[config.mk]
export PLATFORM = sky130hd
export DESIGN_NAME = irq_hub
export DESIGN_NICKNAME = d
export VERILOG_FILES = /design/src/rtl/irq_hub_pkg.sv /design/src/rtl/irq_hub_key.sv /design/src/rtl/irq_hub_route.sv /design/src/rtl/irq_hub_rdmux.sv /design/src/rtl/irq_hub.sv
export SDC_FILE = /design/constraint.sdc
export NUM_CORES = 1
export LEC_CHECK = 0
export ABC_AREA = 1
export CORE_MARGIN = 5
export CORE_UTILIZATION = 45
export CTS_CLUSTER_SIZE = 8
export DETAILED_ROUTE_END_ITERATION = 10
export PLACE_DENSITY = 0.8
export REMOVE_ABC_BUFFERS = 1
export SKIP_CTS_REPAIR_TIMING = 1
export SYNTH_ARGS = -nofsm -noshare
export SYNTH_HDL_FRONTEND = slang
export SYNTH_SLANG_ARGS = --single-unit
[constraint.sdc]
create_clock -name clk -period 1.71 [get_ports clk]
set_input_delay 0.2565 -clock clk [delete_from_list [all_inputs] [get_ports clk]]
set_output_delay 0.2565 -clock clk [all_outputs]
set_load 0.02 [all_outputs]
[src/rtl/irq_hub_pkg.sv]
package irq_hub_pkg;
  localparam int NUM_IRQ    = 22;
  localparam int SHARED_IRQ = 8;
  localparam int GRP_W      = 3;
  localparam int SEL_W      = 5;
  localparam int AW         = 8;
  localparam int DW         = 32;
  localparam logic [NUM_IRQ-1:0] RSV_MASK = 22'h000018;
  localparam logic [AW-1:0] CTRL_OFS  = 8'h80;
  localparam logic [AW-1:0] OVR_OFS   = 8'h84;
  localparam logic [AW-1:0] KEY_OFS   = 8'h88;
  localparam logic [7:0] KEY_A = 8'h59;
  localparam logic [7:0] KEY_B = 8'h16;
  localparam logic [7:0] KEY_C = 8'h88;
  localparam int TM_BIT = 7;

  typedef enum logic [1:0] {
    KS_LOCKED = 2'd0,
    KS_GOT_A  = 2'd1,
    KS_GOT_B  = 2'd2,
    KS_OPEN   = 2'd3
  } key_state_e;
endpackage

[src/rtl/irq_hub_key.sv]
module irq_hub_key
  import irq_hub_pkg::*;
(
  input  logic       clk,
  input  logic       rst_n,
  input  logic       key_wr,
  input  logic [7:0] key_byte,
  output logic       unlocked
);
  key_state_e state_q, state_nxt;

  always_comb begin
    state_nxt = state_q;
    if (key_wr) begin
      unique case (state_q)
        KS_LOCKED: state_nxt = (key_byte == KEY_A) ? KS_GOT_A : KS_LOCKED;
        KS_GOT_A:  state_nxt = (key_byte == KEY_B) ? KS_GOT_B :
                               (key_byte == KEY_A) ? KS_GOT_A : KS_LOCKED;
        KS_GOT_B:  state_nxt = (key_byte == KEY_C) ? KS_OPEN :
                               (key_byte == KEY_A) ? KS_GOT_A : KS_LOCKED;
        KS_OPEN:   state_nxt = (key_byte == KEY_A || key_byte == KEY_B ||
                                key_byte == KEY_C) ? KS_OPEN : KS_LOCKED;
        default:   state_nxt = KS_LOCKED;
      endcase
    end
  end

  always_ff @(posedge clk or negedge rst_n) begin
    if (!rst_n) state_q <= KS_LOCKED;
    else        state_q <= state_nxt;
  end

  assign unlocked = (state_q == KS_OPEN);
endmodule

[src/rtl/irq_hub_route.sv]
module irq_hub_route
  import irq_hub_pkg::*;
#(
  parameter int NIRQ = NUM_IRQ,
  parameter int SHR  = SHARED_IRQ,
  parameter int GW   = GRP_W,
  parameter int SW   = SEL_W,
  parameter logic [NIRQ-1:0] RSV = RSV_MASK
)(
  input  logic            clk,
  input  logic            rst_n,
  input  logic [NIRQ-1:0] src_req,
  input  logic [GW-1:0]   grp_req,
  input  logic            test_mode,
  input  logic [NIRQ-1:0] ovr_word,
  input  logic [SW-1:0]   nmi_sel,
  output logic [NIRQ-1:0] irq_o,
  output logic            nmi_o
);
  logic [NIRQ-1:0] live_line, line_nxt;
  logic            nmi_nxt;

  for (genvar n = 0; n < NIRQ; n++) begin : g_line
    if (RSV[n]) begin : g_rsv
      assign live_line[n] = 1'b0;
    end else if (n == SHR) begin : g_shared
      assign live_line[n] = |grp_req;
    end else begin : g_single
      assign live_line[n] = src_req[n];
    end
  end

  always_comb begin
    line_nxt = test_mode ? (ovr_word & ~RSV) : live_line;
    nmi_nxt  = 1'b0;
    if (int'(nmi_sel) < NIRQ) nmi_nxt = line_nxt[nmi_sel];
  end

  always_ff @(posedge clk or negedge rst_n) begin
    if (!rst_n) begin
      irq_o <= '0;
      nmi_o <= 1'b0;
    end else begin
      irq_o <= line_nxt;
      nmi_o <= nmi_nxt;
    end
  end
endmodule

[src/rtl/irq_hub_rdmux.sv]
module irq_hub_rdmux
  import irq_hub_pkg::*;
#(
  parameter int NIRQ = NUM_IRQ,
  parameter int SHR  = SHARED_IRQ,
  parameter int GW   = GRP_W,
  parameter int SW   = SEL_W,
  parameter logic [NIRQ-1:0] RSV = RSV_MASK
)(
  input  logic [AW-1:0]   addr,
  input  logic [NIRQ-1:0] src_req,
  input  logic [GW-1:0]   grp_req,
  input  logic [SW-1:0]   nmi_sel,
  input  logic            test_mode,
  input  logic [NIRQ-1:0] ovr_word,
  input  logic            unlocked,
  output logic [DW-1:0]   rd_data
);
  localparam int IDX_W = $clog2(NIRQ);
  localparam int ID_W  = (GW > 1) ? GW : 1;

  logic [ID_W-1:0] id_word [NIRQ];
  logic [AW-3:0]   word_idx;

  for (genvar n = 0; n < NIRQ; n++) begin : g_id
    if (RSV[n]) begin : g_rsv
      assign id_word[n] = '0;
    end else if (n == SHR) begin : g_shared
      assign id_word[n] = grp_req;
    end else begin : g_single
      assign id_word[n] = {{(ID_W-1){1'b0}}, src_req[n]};
    end
  end

  assign word_idx = addr[AW-1:2];

  always_comb begin
    rd_data = '0;
    if (addr[1:0] == 2'b00) begin
      if (int'(word_idx) < NIRQ) begin
        rd_data[ID_W-1:0] = id_word[word_idx[IDX_W-1:0]];
      end else if (addr == CTRL_OFS) begin
        rd_data[SW-1:0]  = nmi_sel;
        rd_data[TM_BIT]  = test_mode;
      end else if (addr == OVR_OFS) begin
        rd_data[NIRQ-1:0] = ovr_word;
      end else if (addr == KEY_OFS) begin
        rd_data[0] = unlocked;
      end
    end
  end
endmodule

[src/rtl/irq_hub.sv]
module irq_hub
  import irq_hub_pkg::*;
(
  input  logic               clk,
  input  logic               rst_n,
  input  logic [AW-1:0]      bus_addr,
  input  logic               bus_we,
  input  logic [DW-1:0]      bus_wdata,
  output logic [DW-1:0]      bus_rdata,
  input  logic [NUM_IRQ-1:0] src_req,
  input  logic [GRP_W-1:0]   grp_req,
  output logic [NUM_IRQ-1:0] irq_o,
  output logic               nmi_o
);
  logic [SEL_W-1:0]   sel_q, sel_nxt;
  logic               tm_q, tm_nxt;
  logic [NUM_IRQ-1:0] ovr_q, ovr_nxt;
  logic [DW-1:0]      rd_nxt;
  logic               unlocked;
  logic               ctrl_wr, ovr_wr, key_wr;

  assign ctrl_wr = bus_we && (bus_addr == CTRL_OFS);
  assign ovr_wr  = bus_we && (bus_addr == OVR_OFS);
  assign key_wr  = bus_we && (bus_addr == KEY_OFS);

  always_comb begin
    sel_nxt = sel_q;
    tm_nxt  = tm_q;
    ovr_nxt = ovr_q;
    if (ctrl_wr) begin
      sel_nxt = bus_wdata[SEL_W-1:0];
      if (unlocked) tm_nxt = bus_wdata[TM_BIT];
    end
    if (ovr_wr) ovr_nxt = bus_wdata[NUM_IRQ-1:0] & ~RSV_MASK;
  end

  always_ff @(posedge clk or negedge rst_n) begin
    if (!rst_n) begin
      sel_q     <= '0;
      tm_q      <= 1'b0;
      ovr_q     <= '0;
      bus_rdata <= '0;
    end else begin
      sel_q     <= sel_nxt;
      tm_q      <= tm_nxt;
      ovr_q     <= ovr_nxt;
      bus_rdata <= rd_nxt;
    end
  end

  irq_hub_key u_key (
    .clk      (clk),
    .rst_n    (rst_n),
    .key_wr   (key_wr),
    .key_byte (bus_wdata[7:0]),
    .unlocked (unlocked)
  );

  irq_hub_route u_route (
    .clk       (clk),
    .rst_n     (rst_n),
    .src_req   (src_req),
    .grp_req   (grp_req),
    .test_mode (tm_q),
    .ovr_word  (ovr_q),
    .nmi_sel   (sel_q),
    .irq_o     (irq_o),
    .nmi_o     (nmi_o)
  );

  irq_hub_rdmux u_rdmux (
    .addr      (bus_addr),
    .src_req   (src_req),
    .grp_req   (grp_req),
    .nmi_sel   (sel_q),
    .test_mode (tm_q),
    .ovr_word  (ovr_q),
    .unlocked  (unlocked),
    .rd_data   (rd_nxt)
  );
endmodule

* Word level (Yosys, flattened, before mapping)
Cells that the tools add are included.
** Operators by class
- Reductions and logical operators :: 9
- Muxes and demuxes :: 22
- Equal/unequal tests :: 9
- Magnitude comparators :: 4
- Bitwise operators :: 1
** Operator list (count)
- 22-bit two-way mux :: 2
- 8-bit == test, second input constant :: 4
- 21-bit two-way mux :: 1
- 19-bit two-way mux :: 1
- 3-bit binary-select mux with 5-bit select :: 1
- 14-bit two-way mux :: 1
- 3-bit two-way mux :: 3
- 8-bit by 5-bit == test with 1-bit output, second input constant :: 1
- 8-bit by 7-bit == test with 1-bit output, second input constant :: 1
- 2-bit two-way mux :: 4
- 2-bit case mux with 4 select lines :: 1
- 6-bit greater-or-equal comparator, second input constant :: 1
- 5-bit by 6-bit less-than comparator with 1-bit output, second input constant :: 1
- 6-bit by 5-bit less-than comparator with 1-bit output, second input constant :: 1
- 1-bit two-way mux :: 6
- 5-bit inverter with 6-bit output :: 1
- 1-bit binary-select mux with 5-bit select :: 1
- 5-bit less-than comparator, second input constant :: 1
- 5-bit two-way mux :: 1
- 2-bit == test, second input constant :: 2
- 2-bit zero test :: 2
- 1-bit logical AND :: 3
- 3-bit OR reduction :: 1
- 2-bit by 1-bit == test with 1-bit output, second input constant :: 1
- 2 further kinds :: 3
** Word-level totals
- Register bits :: 73
- Input bits :: 68
- Output and inout port bits :: 55

* Logic depth before layout (Yosys ltp)
- Word-level depth :: 6
- Depth in mapped cells :: 12
- Depth with buffers taken out :: 11

* Modules after synthesis
Synthesis repeated with hierarchy kept, for this count alone.
** Second synthesis, totals
- Cells, all modules :: 513
- Area total of the unflattened synthesis :: 4108.9 sq um
** Modules (own cells, without submodules)
- irq_hub :: cells each 160, times used 1, area each 2004.4 sq um, sequential area each 1451.4 sq um
- irq_hub_route :: cells each 147, times used 1, area each 1066.0 sq um, sequential area each 525.5 sq um
- irq_hub_rdmux :: cells each 154, times used 1, area each 787.0 sq um, sequential area each 0.0 sq um
- irq_hub_key :: cells each 52, times used 1, area each 251.5 sq um, sequential area each 50.0 sq um

* Worst setup path before layout
OpenSTA, ideal clock, no wires.
- Kind :: register to register
- Start :: reg tm_q
- End :: reg u_route.nmi_o
- Path buffers :: 1
- Arrival time :: 1.271 ns
- Path slack :: 0.322 ns
- Stages on the path, launching flop included :: 10
- Cells stage by stage :: dfrtp_1 buf_2 or2_2 o21ai_0 inv_1 nand2_1 o21ai_0 nand3b_1 nand3_1 nand2_1
** Between the ends
- Longest elaborated chain between the ends :: 4
** Ends and longest elaborated chain
- start: declaration :: RTL line irq_hub.sv:16 : logic tm_q, tm_nxt;
- start signal: assignment :: RTL line irq_hub.sv:45 : tm_q <= tm_nxt;
- 22-bit two-way mux :: RTL line irq_hub_route.sv:34 : line_nxt = test_mode ? (ovr_word & ~RSV) : live_line;
- via u_route.line_nxt[10] :: RTL line irq_hub_route.sv:20 : logic [NIRQ-1:0] live_line, line_nxt;
- 1-bit binary-select mux with 5-bit select :: RTL line irq_hub_route.sv:36 : if (int'(nmi_sel) < NIRQ) nmi_nxt = line_nxt[nmi_sel];
- 1-bit two-way mux (not written as such) :: RTL line irq_hub_route.sv:36
- 1-bit two-way mux :: RTL line irq_hub_route.sv:36
- via u_route.nmi_nxt :: RTL line irq_hub_route.sv:21 : logic nmi_nxt;
- end signal: assignment :: RTL line irq_hub_route.sv:45 : nmi_o <= nmi_nxt;
- end: declaration :: RTL line irq_hub_route.sv:18 : output logic nmi_o
The timed path passes the listed nets, and every way through them passes these cells. The select of a mux whose other input is x is not followed.
A chain may end at the register's enable or synchronous reset.

* Worst setup path after layout
Same ends and word-level chain as after synthesis.

==> flow_metrics.env <==
export IMPL_grt_pass1_vias=3390
export IMPL_routabilityCongestion=0.895
export IMPL_clockBufferDepth=2
export IMPL_crit_path_top_delay_cell="dfrtp_2"
export IMPL_grtUsageTotal_pct=22.6
export IMPL_rr_endpoint="u_route.nmi_o$_DFF_PN0_"
export IMPL_nNetsFinal=640
export IMPL_cp_end_kind="flip-flop"
export IMPL_grt_max_degree=72
export IMPL_synth_edff_count=0
export IMPL_critPathMaxFanout=19
export IMPL_syn_cell_area_mm2=0.00348
export IMPL_die_h_um=97.9
export IMPL_start_kind="flip-flop"
export IMPL_cp_arrival_ps=1870
export IMPL_r2r_start="tm_q$_DFFE_PN0P_"
export IMPL_antenna_found_initial=0
export IMPL_first_pass_iters=5
export IMPL_port_buffer_count=97
export IMPL_layout_commonest_cell="nand2_1"
export IMPL_setup_violations=0
export IMPL_initial_utilization_pct=45.5
export IMPL_crit_buf_inv=2
export IMPL_drc_errors=0
export IMPL_slew_violations=0
export IMPL_rsz0062_at_grt="no"
export IMPL_fin_ws_ps=66.6
export IMPL_design_area_mm2=0.00494
export IMPL_synth_seq_area_share_pct=51.1
export IMPL_htree_levels=3
export IMPL_min_period_ps=1640
export IMPL_slowest_delay_ps=450
export IMPL_cts_inserted_buffers=9
export IMPL_drive_above_1_share_pct=13.0
export IMPL_clock_sinks=71
export IMPL_cp_depth=9
export IMPL_die_width_um=97.9
export IMPL_maxCapViolations=0
export IMPL_tns_ps=0
export IMPL_syn_to_final_growth_pct=42.1
export IMPL_drt_iter0_drc=170
export IMPL_startpoint="tm_q$_DFFE_PN0P_"
export IMPL_hpwl_mm=8.04
export IMPL_crit_family="simple AND/OR/NAND/NOR gates"
export IMPL_reg2reg_slack_ps=70
export IMPL_ys_flop_type="dfrtp_1"
export IMPL_core_area_mm2=0.00765
export IMPL_ys_ff_latch=71
export IMPL_dpl_instance_area_mm2=0.00474
export IMPL_hold_viol_final=0
export IMPL_cts_tree="yes"
export IMPL_fmax_ghz=0.608
export IMPL_ir_worst_vdd_mv=0.478
export IMPL_crit_end="u_route.nmi_o$_DFF_PN0_"
export IMPL_routedWlPerCell_um=15.3
export IMPL_crit_required_ps=1940
export IMPL_synth_top_area_share_pct=51.1
export IMPL_drtAntennaViolNets=0
export IMPL_grt_pass1_wl_mm=17.2
export IMPL_num_antenna_cells=0
export IMPL_vias=3360
export IMPL_netlist_cell_type_count=31
export IMPL_clock_skew_final_ps=13.7
export IMPL_drt_wl_total_mm=10.4
export IMPL_crit_type="reg2reg"
export IMPL_crit_chain="buf_12, or2_2, o21ai_0, inv_1, nand2_1, o21ai_0, nand3b_1, nand3_1, nand2_1"
export IMPL_vias_per_cell=4.96
export IMPL_grt_ovfl_total=0
export IMPL_ys_top_cells_by_area="dfrtp_1 (51%), nand2_1 (17%), inv_1 (5.0%), nand3_1 (4.7%), nor2_1 (3.8%)"
export IMPL_layout_common_cells="nand2_1 (156), clkdlybuf4s50_1 (96), dfrtp_1 (70)"
export IMPL_dp_cells=660
export IMPL_hold_path_class="in2reg"
export IMPL_num_fill_cells=669
export IMPL_cts_root_buf="clkbuf_8"
export IMPL_synth_top_area_cell="dfrtp_1"
export IMPL_rr_worst_depth=9
export IMPL_syn_area_per_cell_um2=7.91
export IMPL_async_reset_ff_share_pct=100
export IMPL_status="finished, final reports clean"
export IMPL_ios=123
export IMPL_synth_warnings=0
export IMPL_power_per_cell_area_mw_per_mm2=712
export IMPL_clock_latency_ps=350
export IMPL_power_leakage_uw=0.00241
export IMPL_holdWs_ps=456
export IMPL_synthCells=440
export IMPL_die_area_mm2=0.00959
export IMPL_post_place_ws_ps=-141
export IMPL_rows=32
export IMPL_clkTransAtPathRegs_ps=80
export IMPL_finalCritPeriodShare_pct=96.1
export IMPL_fin_cells=677
Yosys cell counts (5+ instances only):
| cell | number |
|---|---|
| buf_2 | 6 |
| nand2_1 | 156 |
| buf_4 | 14 |
| a21oi_1 | 8 |
| dfrtp_1 | 71 |
| nand3_1 | 33 |
| o21ai_0 | 24 |
| nor2_1 | 35 |
| nor3_1 | 7 |
| inv_1 | 46 |
| nand4_1 | 5 |
| o21ai_2 | 5 |
| clkbuf_1 | 5 |
worst min-delay path by stage:
stage	startpoint	end	slack, ps	depth (start not counted)
final	bus_wdata[18]	ovr_q[18]$_DFFE_PN0P_	460	3
after global routing	bus_wdata[12]	ovr_q[12]$_DFFE_PN0P_	470	3
after CTS	rst_n	bus_rdata[13]$_DFF_PN0_	-60	2
after detailed placement	rst_n	bus_rdata[13]$_DFF_PN0_	310	2
after global placement	rst_n	bus_rdata[13]$_DFF_PN0_	310	2
after floorplan	rst_n	bus_rdata[0]$_DFF_PN0_	-40	0
metal layers:
layer | share of wire (%) | track usage [%] | vias up | wire length [µm]
li1 | - | - | 1615 | -
met1 | 43 | 29.4 | 1579 | 4410
met2 | 49 | 38.3 | 151 | 5120
met3 | 6.8 | 4.43 | 15 | 701
met4 | 1.2 | 6.71 | 0 | 126
met5 | 0 | 0 | - | 0
sequential cells by signal, indices dropped and copies added, names as in the netlist:
register	count
u_key.state_q	2
tm_q	1
sel_q	5
bus_rdata	22
u_route.nmi_o	1
u_route.irq_o	20
ovr_q	20
where the power goes:
group          leakage (µW)  switching [µW]  internal [µW]
sequential         0.000909            40.0           1740
clock             0.0000736             639            512
combinational       0.00143             317            275
through the flow:
step	util, %	power, µW
after global routing	64.6	3700
after detailed placement	62.0	2400
after global placement	62.0	2390
after CTS	64.1	3540
final	64.6	3520
after floorplan	-	2040
cells by family (layout without fill, tap and decap cells):
group	count (synthesis)	in the layout	synth area share, %
and+or+nand+nor	248	248	30.9
buffers and inverters	76	200	10.5
AOI/OAI and AO/OA	44	44	7.41
other	1	12	0.108
DFF	71	71	51.1
tightest hold or removal path: stages:
cell,delay [ps]
clkdlybuf4s50_1,400
nand3_1,80
nand2_1,50
cell type report:
type                    instances  area (µm²)  area share [%]
flip-flops and latches         71        1780            36.0
multi-input cells             304        1380            27.9
repair buffers                137        1310            26.4
inverters                      49         193            3.90
well taps                     102         128            2.58
clock buffers                   9         124            2.51
clock inverters                 5        36.3           0.734
No activity file was read; power rests on OpenSTA's default activity.
